==> config.mk <==
export PLATFORM = sky130hd
export DESIGN_NAME = quad_row_mult
export DESIGN_NICKNAME = d
export VERILOG_FILES = /design/src/rtl/qrm_pkg.sv /design/src/rtl/qrm_cell.sv /design/src/rtl/qrm_row.sv /design/src/rtl/quad_row_mult.sv
export SDC_FILE = /design/constraint.sdc
export NUM_CORES = 1
export LEC_CHECK = 0
export ABC_AREA = 1
export BUFFER_PORTS_ARGS = -buffer_cell sky130_fd_sc_hd__buf_2
export CAP_MARGIN = 5
export CORE_MARGIN = 8
export CORE_UTILIZATION = 47
export DETAILED_ROUTE_END_ITERATION = 7
export HOLD_SLACK_MARGIN = 0.1
export PLACE_DENSITY = 0.76
export SETUP_SLACK_MARGIN = 0.5
export SLEW_MARGIN = 10
export SYNTH_ARGS = -nofsm -noshare
export SYNTH_HDL_FRONTEND = slang
export SYNTH_HIERARCHICAL = 1
export SYNTH_SLANG_ARGS = --single-unit
==> constraint.sdc <==
create_clock -name clk -period 18.65 [get_ports clk]
set_clock_uncertainty 0.05 [all_clocks]
set_input_delay 1.865 -clock clk [delete_from_list [all_inputs] [get_ports clk]]
set_output_delay 1.865 -clock clk [all_outputs]
set_load 0.005 [all_outputs]
==> src/rtl/qrm_pkg.sv <==
// Package: shared types of the four-bit-slice row multiplier.
// Assumes: used by every module of the row multiplier.
package qrm_pkg;
    // Two-bit carry passed from one cell to the next.
    typedef logic [1:0] carry2_t;
    // Width of one cell's sum: four operand bits plus carry up to 3 gives at most 7.
    localparam int CELL_SUM_W = 3;
    // Number of multiplier bits broadcast along the row.
    localparam int SLICE_W = 4;
endpackage

==> src/rtl/qrm_cell.sv <==
// Module: qrm_cell
// One arithmetic cell of the row. It ANDs four multiplicand bits (already
// aligned to this cell's weight by the row) with the four broadcast
// multiplier bits, adds the resulting bits to a two-bit carry-in, and emits
// the low sum bit plus a two-bit carry-out.
// Assumes: win[k] is the multiplicand bit of weight (cell index - k), 0 if absent.
module qrm_cell
    import qrm_pkg::*;
(
    input  logic [SLICE_W-1:0] win,
    input  logic [SLICE_W-1:0] mslice,
    input  carry2_t            cin,
    output logic               sum_bit,
    output carry2_t            cout
);
    logic [SLICE_W-1:0]    pp;
    logic [CELL_SUM_W-1:0] total;

    // Form the four partial-product bits of this weight.
    assign pp = win & mslice;

    // Add four single bits and the two-bit carry; the result never exceeds 7.
    always_comb begin
        total = CELL_SUM_W'(pp[0]) + CELL_SUM_W'(pp[1]) + CELL_SUM_W'(pp[2])
              + CELL_SUM_W'(pp[3]) + CELL_SUM_W'(cin);
    end

    assign sum_bit = total[0];
    assign cout    = total[2:1];
endmodule

==> src/rtl/qrm_row.sv <==
// Module: qrm_row
// Combinational row of OP_W+5 cells chained by a two-bit carry. It pads the
// multiplicand with zeros so that each cell sees a four-bit window of the
// multiplicand at its own weight, then ripples the carry from cell 0 upward.
// Assumes: unsigned operands; the first cell's carry-in is tied to 0.
module qrm_row
    import qrm_pkg::*;
#(
    parameter int OP_W = 8
) (
    input  logic [OP_W-1:0]    mcand,
    input  logic [SLICE_W-1:0] mslice,
    output logic [OP_W+4:0]    row_bits,
    output carry2_t            row_carry
);
    localparam int NCELL = OP_W + 5;
    localparam int EXT_W = OP_W + 8;

    // ext[j+3] = mcand[j]; three zeros below, five above.
    logic [EXT_W-1:0] ext;
    carry2_t          chain [NCELL+1];

    assign ext      = {5'b0, mcand, 3'b0};
    assign chain[0] = 2'b00;

    for (genvar i = 0; i < NCELL; i++) begin : g_cell
        logic [SLICE_W-1:0] win;
        // Gather the multiplicand bits of weight i-k for k = 0..3.
        for (genvar k = 0; k < SLICE_W; k++) begin : g_win
            assign win[k] = ext[i + 3 - k];
        end
        qrm_cell u_cell (
            .win     (win),
            .mslice  (mslice),
            .cin     (chain[i]),
            .sum_bit (row_bits[i]),
            .cout    (chain[i+1])
        );
    end

    assign row_carry = chain[NCELL];
endmodule

==> src/rtl/quad_row_mult.sv <==
// Module: quad_row_mult (top)
// Multiplies an OP_W-bit multiplicand by a 4-bit slice through one row of
// two-bit-carry cells and registers the (OP_W+4)-bit product on a valid strobe.
// Assumes: unsigned operands; clk rising edge; synchronous active-low reset.
module quad_row_mult
    import qrm_pkg::*;
#(
    parameter int OP_W = 8
) (
    input  logic               clk,
    input  logic               rst_n,
    input  logic               op_valid,
    input  logic [OP_W-1:0]    op_mcand,
    input  logic [SLICE_W-1:0] op_mslice,
    output logic               res_valid,
    output logic [OP_W+3:0]    res_prod
);
    localparam int PROD_W = OP_W + 4;
    localparam int NCELL  = OP_W + 5;

    logic [NCELL-1:0] row_bits;
    carry2_t          row_carry;

    qrm_row #(.OP_W(OP_W)) u_row (
        .mcand     (op_mcand),
        .mslice    (op_mslice),
        .row_bits  (row_bits),
        .row_carry (row_carry)
    );

    // Capture the row result on a strobe; hold it otherwise.
    always_ff @(posedge clk) begin
        if (!rst_n) begin
            res_valid <= 1'b0;
            res_prod  <= '0;
        end else begin
            res_valid <= op_valid;
            if (op_valid) begin
                res_prod <= row_bits[PROD_W-1:0];
            end
        end
    end

    // the cycle after a reset edge shows cleared outputs.
    assert_reset_clear_R1: assert property (@(posedge clk) disable iff (!rst_n)
        !$past(rst_n) |-> (!res_valid && res_prod == '0));

    // the valid flag follows the strobe by exactly one cycle.
    assert_valid_follow_R2: assert property (@(posedge clk) disable iff (!rst_n)
        res_valid == $past(op_valid && rst_n));

    // a valid product matches the operands sampled one cycle earlier.
    assert_product_R3: assert property (@(posedge clk) disable iff (!rst_n)
        res_valid |-> res_prod == (PROD_W'($past(op_mcand)) * PROD_W'($past(op_mslice))));

    // without a strobe the product register keeps its value.
    assert_hold_R4: assert property (@(posedge clk) disable iff (!rst_n)
        ($past(rst_n) && !$past(op_valid)) |-> $stable(res_prod));

    // the last cell has flushed all carry; nothing spills past the product.
    assert_no_overflow_R6: assert property (@(posedge clk) disable iff (!rst_n)
        op_valid |-> (row_bits[NCELL-1] == 1'b0 && row_carry == 2'b00));
endmodule

; ---- After elaboration in Yosys (flattened, before gate mapping)
; Cells that the tools add are included.
[word_totals]
output_inout_bits = 13
reg_bits = 13
input_bits = 15
[op_classes]
bitwise_logic = 11
add_sub_neg = 43
[ops]
columns = cell, n
row1 = AND 4 bit, 8
row2 = adder 2 x 1 -> 3 bit, 10
row3 = adder 3 x 1 -> 3 bit, 10
row4 = adder 3 x 2 -> 3 bit, 9
row5 = adder 1 x 1 -> 2 bit, 11
row6 = adder 2 x 1 -> 2 bit, 2
row7 = AND 1 x 4 -> 4 bit, 1
row8 = AND 2 x 4 -> 4 bit, 1
row9 = AND 3 x 4 -> 4 bit, 1
row10 = adder 2 bit, 1

; ---- Logic depth before layout (Yosys ltp)
; Gate-level depths: netlist (run 1).
[depth]
ltp_word = 14
ltp_mapped = 63

; ---- Cells and area by module
; The synthesis (run 1) kept the hierarchy.
[modules_own_cells]
columns = mod, cells_per_inst, seq_area_each_um2, area_per_inst_um2, instances
row1 = qrm_cell, 12, 0.0, 93.8, 13
row2 = quad_row_mult, 79, 260.2, 538.0, 1
row3 = qrm_row, 1, 0.0, 3.8, 1

; ---- Least setup slack after synthesis (run 1)
; No wires, ideal clock.
[synth_path]
kind = input-to-reg
from = input port op_mcand[1]
to = register res_prod[11]
t_arrival_ps = 17042
setup_time_ps = 113
stages = 58
slack_ps = 1445
required_ps = 18487
cell_sequence = nand2_1 -> fa_1 -> inv_1 -> fa_1 -> fa_1 -> inv_1 -> fa_1 -> inv_1 -> fa_1 -> fa_1 -> inv_1 -> fa_1 -> inv_1 -> fa_1 -> fa_1 -> inv_1 -> fa_1 -> inv_1 -> [22 not listed] -> inv_1 -> fa_1 -> inv_1 -> fa_1 -> fa_1 -> inv_1 -> fa_1 -> inv_1 -> fa_1 -> fa_1 -> inv_1 -> fa_1 -> inv_1 -> fa_1 -> inv_1 -> nand2_1 -> nand2_1 -> nor2_1
[synth_rtl]
columns = element, line_no
row1 = start: declaration, quad_row_mult.sv:13  ; input logic [OP_W-1:0] op_mcand,
row2 = end signal: assignment, quad_row_mult.sv:39  ; res_prod <= row_bits[PROD_W-1:0];
row3 = end: declaration, quad_row_mult.sv:16  ; output logic [OP_W+3:0] res_prod

==> results by group, run 1 <==
Status
  • Status: finished clean

Detailed routing
  • Starting DRC count in detailed routing: 117
  • DRT antenna net count: 0
  • DR vias: between 1,000 and 1,500
  • DRT Pass-1 Iters: 4
  • Drt wl/cell: between 9 and 10 um
  • Vias per inst: 4.02
  • Final wirelength: between 2 and 3 mm
  • Drt drc: 0

Flow run
  • Max-cap viol count: 0

STA
  • Max Freq: 57.1 MHz
  • Fin crit share: 93.9%
  • PnR worst setup slack: 1150 ps
  • Pins Over Slew Limit: 0
  • Min Tclk post-route: 17,500 ps
  • Final setup TNS: 0 ps
  • Setup violators final: 0
  • RSZ-0062 raised after global routing: no
  • Fin. Hold Viols: 0

CTS
  • Longest Clk Path Bufs: 2
  • Clk slew on worst S/H paths: 70 ps
  • CTS Root Cell: clkbuf_4
  • TritonCTS Sinks: 13
  • # hold bufs at CTS: 0
  • Post-CTS sizing: 0
  • CTS tree: yes
  • Post-CTS Setup Inserts: 0
  • H-tree depth: 1
  • Total CTS buffers: 3
  • Clk_lat worst skew: 260 ps

Logic synthesis
  • Synthesis Warnings: 6
  • Syn Inst Count: 222
  • Synth Cell Area: around 0.0016 mm^2
  • Avg Inst Size Synth: 7.41 um^2

Power
  • Sequential share of power: 16.8%
  • Total power: 0.235 mW
  • Logic pwr share: between 70 and 80%
  • Net Sw Frac: 50.6%
  • P per Cell Area: 124 mW/mm^2
  • Worst vdd ir: between 0.00006 and 0.00007 V
  • LEAKAGE: 1.28 nW
  • Clk pwr share: 7.0%
  • Net Switching: 0.119 mW
  • Int Pwr: 0.116 mW

Critical path
  • Critical path type: input port to flip-flop
  • Max FO, Critical Path: 12
  • Cell mode on critical path: fa_1
  • Max incr delay on CP: approximately 550 ps
  • Critical path arrival: about 18,000 ps
  • CP endpoint kind: flip-flop
  • Slowest cell on crit path: fa_1
  • CP required: 18,770 ps
  • Startpoint types: input port

Floorplan
  • Die span in y: 75.1 um
  • Core area: 0.00334 mm^2
  • Initial core utilization: around 49%
  • Die area: 0.00565 mm^2
  • Std-Cell Rows: 21
  • I/O Pins: 28
  • Chip Width: 75.1 um

Global routing
  • Initial antenna violation count: 0
  • Overall routing resource usage: 11.7%
  • Vias in the first global route: roughly 1,200
  • Grt ovf: 0
  • Largest net degree at the start of global routing: 26
  • First-pass GRT wire length: about 5.3 mm

Finish
  • Nets: between 300 and 400
  • Fin util: 56.7%
  • Fraction of layout cells with a size suffix above 1: 12.0%
  • Final Cell Area: 0.00189 mm^2
  • Syn-to-layout area delta: 15.1%
  • Fillers: 334
  • Antenna Cells: 0

Placed design
  • HPWL Detailed: between 2 and 3 mm
  • Post-placement cell area: 0.00186 mm^2
  • Port Buffers: 27
  • Final Wtd Congestion: roughly 0.78
  • Place WS: 502 ps

Min path
  • Path type of the worst min-delay path: flip-flop to flip-flop
-- sequential cells by signal, indices dropped and copies added (netlist names) --
signal and flops:
res_valid 1, res_prod 12
-- metal layers --
metal | GRT usage [%] | part of all wire [%] | wire, um | vias up
li1 | - | - | - | 656
met1 | 15.4 | 46 | 1340 | 572
met2 | 20.0 | 47 | 1370 | 25
met3 | 1.20 | 6.3 | 182 | 2
met4 | 3.20 | 0.41 | 12 | 0
met5 | 0 | 0 | 0 | -
-- power by group through the flow --
stage | Combinational, mW | Sequential (mW) | Clock [mW]
2_1_floorplan | 0.134 | 0.0411 | 0
3_3_place_gp | 0.171 | 0.0399 | 0
3_5_place_dp | 0.181 | 0.0402 | 0
4_1_cts | 0.181 | 0.0396 | 0.0173
5_1_grt | 0.219 | 0.0407 | 0.0186
6_report | 0.179 | 0.0396 | 0.0165
-- layout by cell type, fill, tap and decap left out --
master and instances:
buf_2 26, buf_6 1, clkbuf_1 1, clkbuf_4 3, conb_1 18, dfxtp_1 13
fa_1 33, fa_2 2, inv_1 72, nand2_1 73, nor2_1 24
-- metrics by stage --
stage          std cells  hold WS [ps]
2_1_floorplan        239           416
3_3_place_gp         308           401
3_5_place_dp         308           411
4_1_cts              312           422
5_1_grt              312           443
6_report             312           420
-- area by class of cell --
class	instances	area (um^2)	area share, %
multi-input combinational	150	1140	60.1
inverter	72	270	14.3
timing repair buffer	27	141	7.47
clock buffer	4	26.3	1.39
tap	46	57.6	3.04
sequential	13	260	13.7
-- critical path, delay by kind of cell --
kind / cells / cell delay [ps]
adders and majority gates: 32 / 14060
buffers and inverters: 23 / 1450
and+or+nand+nor: 4 / 230
-- path summary, 6_finish.rpt --
| kind | from | depth (start not counted) | to | slack, ps |
|---|---|---|---|---|
| setup / recovery | op_mslice[0] | 59 | res_prod[11] | 1150 |
| hold / removal | res_prod[4] | 2 | res_prod[4] | 420 |
| setup reg to reg | res_prod[6] | 2 | res_prod[6] | 18030 |
| hold reg to reg | res_prod[4] | 2 | res_prod[4] | 420 |
(Power assumes the default switching activity.)
==> run 2, diff against run 1 <==
--- a/config.mk
+++ b/config.mk
@@ -12,7 +12,7 @@
 export CORE_UTILIZATION = 47
 export DETAILED_ROUTE_END_ITERATION = 7
 export HOLD_SLACK_MARGIN = 0.1
-export PLACE_DENSITY = 0.76
+export PLACE_DENSITY = 0.68
 export SETUP_SLACK_MARGIN = 0.5
 export SLEW_MARGIN = 10
 export SYNTH_ARGS = -nofsm -noshare
==> run 2 against run 1 <==
Compared with the run above: critical path depth is the same; non-clock buffer count grew 1; clock power is essentially flat; final cell count grew 0.32%; design area is essentially flat; global-route usage grew 1.2 points; register-to-register slack is essentially flat; first-iteration DRC count shrank 56%; largest cell class unchanged; largest power group unchanged; highest routed layer unchanged.
==> results by group, run 2 (synthesis results as in run 1) <==
CTS
  • TritonCTS Sinks: 13
  • Clk slew on worst S/H paths: 70 ps
  • Post-CTS sizing: 0
  • CTS tree: yes
  • Clk_lat worst skew: 270 ps
  • Post-CTS Setup Inserts: 0
  • Total CTS buffers: 3
  • Longest Clk Path Bufs: 2
  • CTS Root Cell: clkbuf_4
  • # hold bufs at CTS: 0
  • H-tree depth: 1

Detailed routing
  • DR vias: 1,279
  • Starting DRC count in detailed routing: 52
  • DRT antenna net count: 0
  • Drt drc: 0
  • DRT Pass-1 Iters: 4
  • Drt wl/cell: about 10 um
  • Final wirelength: 3.17 mm
  • Vias per inst: 4.09

Critical path
  • Critical path arrival: approximately 18,000 ps
  • Cell mode on critical path: fa_1
  • R2R depth: 2
  • Startpoint types: input port
  • Max FO, Critical Path: 2
  • CP required: 18,770 ps
  • Max incr delay on CP: 550 ps
  • Critical path type: input port to flip-flop
  • Slowest cell on crit path: fa_1
  • CP endpoint kind: flip-flop

Finish
  • Max reg flops: 12
  • Syn-to-layout area delta: 15.2%
  • Fillers: 353
  • Final Cell Area: roughly 0.0019 mm^2
  • Register area: 260 um^2
  • Commonest non-fill, non-tap cell in the layout: nand2_1
  • Area occupied by multi-input gates: 0.00114 mm^2
  • Commonest non-fill, non-tap cells in the layout: nand2_1, inv_1, fa_1
  • Antenna Cells: 0
  • Fraction of layout cells with a size suffix above 1: roughly 13%
  • Fin util: 56.8%
  • Nets: about 320
  • Regs by FF count: res_prod (12), res_valid (1)
  • Largest Register: res_prod

Global routing
  • Grt ovf: 0
  • Overall routing resource usage: 12.9%
  • Vias in the first global route: 1,389
  • First-pass GRT wire length: 5.69 mm
  • Largest net degree at the start of global routing: 26
  • Initial antenna violation count: 0

Placed design
  • Post-placement cell area: 0.00186 mm^2
  • HPWL Detailed: 2.68 mm
  • Place WS: 639 ps
  • Final Wtd Congestion: 0.787
  • Port Buffers: 27

STA
  • Fin. Hold Viols: 0
  • Max Freq: between 50 and 60 MHz
  • Pins Over Slew Limit: 0
  • Fin crit share: between 90% and 100%
  • RSZ-0062 raised after global routing: no
  • Final setup TNS: 0 ps
  • PnR worst setup slack: around 1200 ps
  • Min Tclk post-route: about 17,000 ps
  • Setup violators final: 0

Floorplan
  • Core area: 0.00334 mm^2
  • Die span in y: around 75 um
  • Die area: roughly 0.0056 mm^2
  • I/O Pins: 28
  • Initial core utilization: 49.3%
  • Std-Cell Rows: 21
  • Chip Width: 75.1 um

Min path
  • Path type of the worst min-delay path: flip-flop to flip-flop
  • Number of cells on the worst hold path: 2

Power
  • Worst vdd ir: 0.0000543 V
  • LEAKAGE: 1.29 nW
  • P per Cell Area: approximately 120 mW/mm^2
  • Total power: 0.233 mW

Flow run
  • Max-cap viol count: 0

Status
  • Status: finished clean
## run 2: changes by cell type in the layout (fill, tap and decap cells not counted), sizes merged
| cell | change |
|---|---|
| buf | +1 |
## run 2: path summary, 6_finish.rpt
check	slack, ps	to	startpoint
worst min register to register	420	res_prod[11]	res_prod[11]
worst max-delay path	1170	res_prod[11]	op_mslice[0]
worst min-delay path	420	res_prod[11]	res_prod[11]
worst max register to register	18040	res_prod[9]	res_prod[9]
## run 2: worst max-delay path: cells and delay by family
family / cells / cell delay [ps]
buf+inv: 23 / 1430
fa+ha+maj: 32 / 14060
simple gates: 4 / 220
## run 2: final cells by class
type | instances | area share [%]
clock buffer | 4 | 1.39
inverter | 72 | 14.3
multi-input combinational | 150 | 60.0
sequential | 13 | 13.7
tap | 46 | 3.04
timing repair buffer | 28 | 7.53
## run 2: power breakdown
part / switching [mW] / total [mW] / internal, mW
combinational: 0.106 / 0.177 / 0.0708
clock: 0.00846 / 0.0168 / 0.00829
sequential: 0.00344 / 0.0393 / 0.0359
total: 0.118 / 0.233 / 0.115
## run 2: per-layer routing
layer / vias to the layer above / part of all wire [%] / routed length, um / global-route usage (%)
li1: 662 / - / - / -
met1: 579 / 45 / 1420 / 15.1
met2: 30 / 46 / 1460 / 22.1
met3: 8 / 7.1 / 226 / 1.86
met4: 0 / 2.4 / 76 / 7.25
met5: - / 0 / 0 / 0
## run 2: per-stage QoR
step | std cells | hold slack, ps
5_1_grt | 313 | 436
6_report | 313 | 417
3_5_place_dp | 309 | 410
2_1_floorplan | 239 | 416
3_3_place_gp | 309 | 404
4_1_cts | 313 | 420
==> run 3, diff against run 2 <==
--- a/config.mk
+++ b/config.mk
@@ -5,7 +5,7 @@
 export SDC_FILE = /design/constraint.sdc
 export NUM_CORES = 1
 export LEC_CHECK = 0
-export ABC_AREA = 1
+export ABC_AREA = 0
 export BUFFER_PORTS_ARGS = -buffer_cell sky130_fd_sc_hd__buf_2
 export CAP_MARGIN = 5
 export CORE_MARGIN = 8
==> run 3 against run 2 <==
Compared with the run above: count of clock-buffer cells in the layout is 1 lower; highest routed layer unchanged; synthesized cell count is 28% lower; area after synthesis is 4.3% lower; critical endpoint unchanged; design area is 3.3% lower; routed wire length is 4.5% lower.
==> results by group, run 3 <==
Status
  • Status: finished clean

Floorplan
  • Std-Cell Rows: 21
  • I/O Pins: 28
  • Die span in y: 73.9 um
  • Chip Width: between 70 and 80 um
  • Die area: roughly 0.0055 mm^2
  • Initial core utilization: 47.9%
  • Core area: 0.00328 mm^2

Finish
  • Max reg flops: 12
  • Commonest non-fill, non-tap cells in the layout: inv_1, fa_1, buf_2
  • Fraction of layout cells with a size suffix above 1: 16.6%
  • Syn-to-layout area delta: 16.4%
  • Register area: 260 um^2
  • Nets: 256
  • Regs by FF count: res_prod (12), res_valid (1)
  • Area occupied by multi-input gates: roughly 0.0012 mm^2
  • Final Cell Area: 0.00183 mm^2
  • Fillers: approximately 320
  • Largest Register: res_prod
  • Antenna Cells: 0

Detailed routing
  • Drt drc: 0
  • Drt wl/cell: 12.1 um
  • Met2 WL: 1.70 mm
  • DR vias: 1,093
  • Met1 Wirelength: 1.17 mm
  • Starting DRC count in detailed routing: 18
  • Met3 routed WL: 132 um
  • DRT antenna net count: 0
  • Vias per inst: approximately 4.4
  • DRT Pass-1 Iters: 4
  • Final wirelength: 3.03 mm
  • Top layer in use: met4

Logic synthesis
  • Syn Inst Count: 160
  • Avg Inst Size Synth: 9.84 um^2
  • Synth Cell Area: 0.00157 mm^2
  • Synthesis Warnings: 6

Placed design
  • Final Wtd Congestion: 0.806
  • Port Buffers: 27
  • HPWL Detailed: 2.59 mm
  • Post-placement cell area: 0.00180 mm^2

STA
  • Fin crit share: 94.0%
  • Max Freq: 57.0 MHz
  • Min Tclk post-route: 17,540 ps
  • Fin. Hold Viols: 0
  • Pins Over Slew Limit: 0
  • Setup violators final: 0
  • RSZ-0062 raised after global routing: no
  • Final setup TNS: 0 ps

CTS
  • Post-CTS Setup Inserts: 0
  • Longest Clk Path Bufs: 2
  • Clk_lat worst skew: 280 ps
  • Total CTS buffers: 3
  • TritonCTS Sinks: 13
  • Clk slew on worst S/H paths: 90 ps
  • CTS Root Cell: clkbuf_4
  • CTS tree: yes
  • # hold bufs at CTS: 0
  • H-tree depth: 1

Global routing
  • First-pass GRT wire length: 5.26 mm
  • Overall routing resource usage: 12.5%
  • Vias in the first global route: 1,246
  • Initial antenna violation count: 0
  • Largest net degree at the start of global routing: 14
  • Grt ovf: 0

Critical path
  • Critical path arrival: 17,660 ps
  • Critical path type: input port to flip-flop
  • Cell mode on critical path: fa_1
  • CP endpoint kind: flip-flop
  • Delay-heaviest family, CP: adder cells
  • CP required: 18,780 ps
  • Slowest cell on crit path: fa_1
  • Max incr delay on CP: 540 ps
  • Max FO, Critical Path: 12
  • Buf/Inv on CP: 22
  • Startpoint types: input port

Power
  • LEAKAGE: 1.00 nW
  • P per Cell Area: 124 mW/mm^2
  • Worst vdd ir: about 0.000063 V

Min path
  • Path type of the worst min-delay path: flip-flop to flip-flop

Flow run
  • Max-cap viol count: 0
run 3: layer usage:
metal	track usage, %	vias to the layer above
met3	2.18	4
met1	12.7	551
met4	4.88	0
met5	0	-
li1	-	523
met2	24.1	15
run 3: worst min-delay path, cell delays in order (launching register included):
cell and delay (ps):
dfxtp_1 340, mux2i_1 60, nor2b_1 90
run 3: repair_timing:
action	4_1_cts	5_1_grt
setup endpoints to repair	0	1
resized for setup	0	5
endpoints found under the hold margin	0	0
run 3: area by class of cell:
class	count	share of cell area (%)
Multi-Input combinational cell	126	66.3
Sequential cell	13	14.2
Timing Repair Buffer	27	7.72
Inverter	35	7.17
Tap cell	46	3.14
Clock buffer	3	1.23
Clock inverter	1	0.273
run 3: stage by stage:
step	power (mW)	utilization [%]	hold WS [ps]	setup slack, ps	cells
floorplan	0.168	-	457	1430	177
global placement	0.201	54.7	441	859	247
detailed placement	0.213	54.7	457	516	247
CTS	0.231	55.5	480	837	251
global route	0.265	55.8	501	547	251
finish	0.228	55.8	472	1110	251
run 3: worst paths after layout:
check	from	to	slack, ps	depth (start not counted)
setup / recovery	op_mslice[0]	res_prod[11]	1110	57
hold / removal	res_prod[0]	res_prod[0]	470	2
setup reg to reg	res_prod[3]	res_prod[3]	17970	2
hold reg to reg	res_prod[0]	res_prod[0]	470	2
run 3: power by group:
group          internal [mW]  switching [mW]  total [mW]
Sequential            0.0368         0.00459      0.0413
Combinational         0.0721          0.0966       0.169
Clock                0.00795         0.00983      0.0178
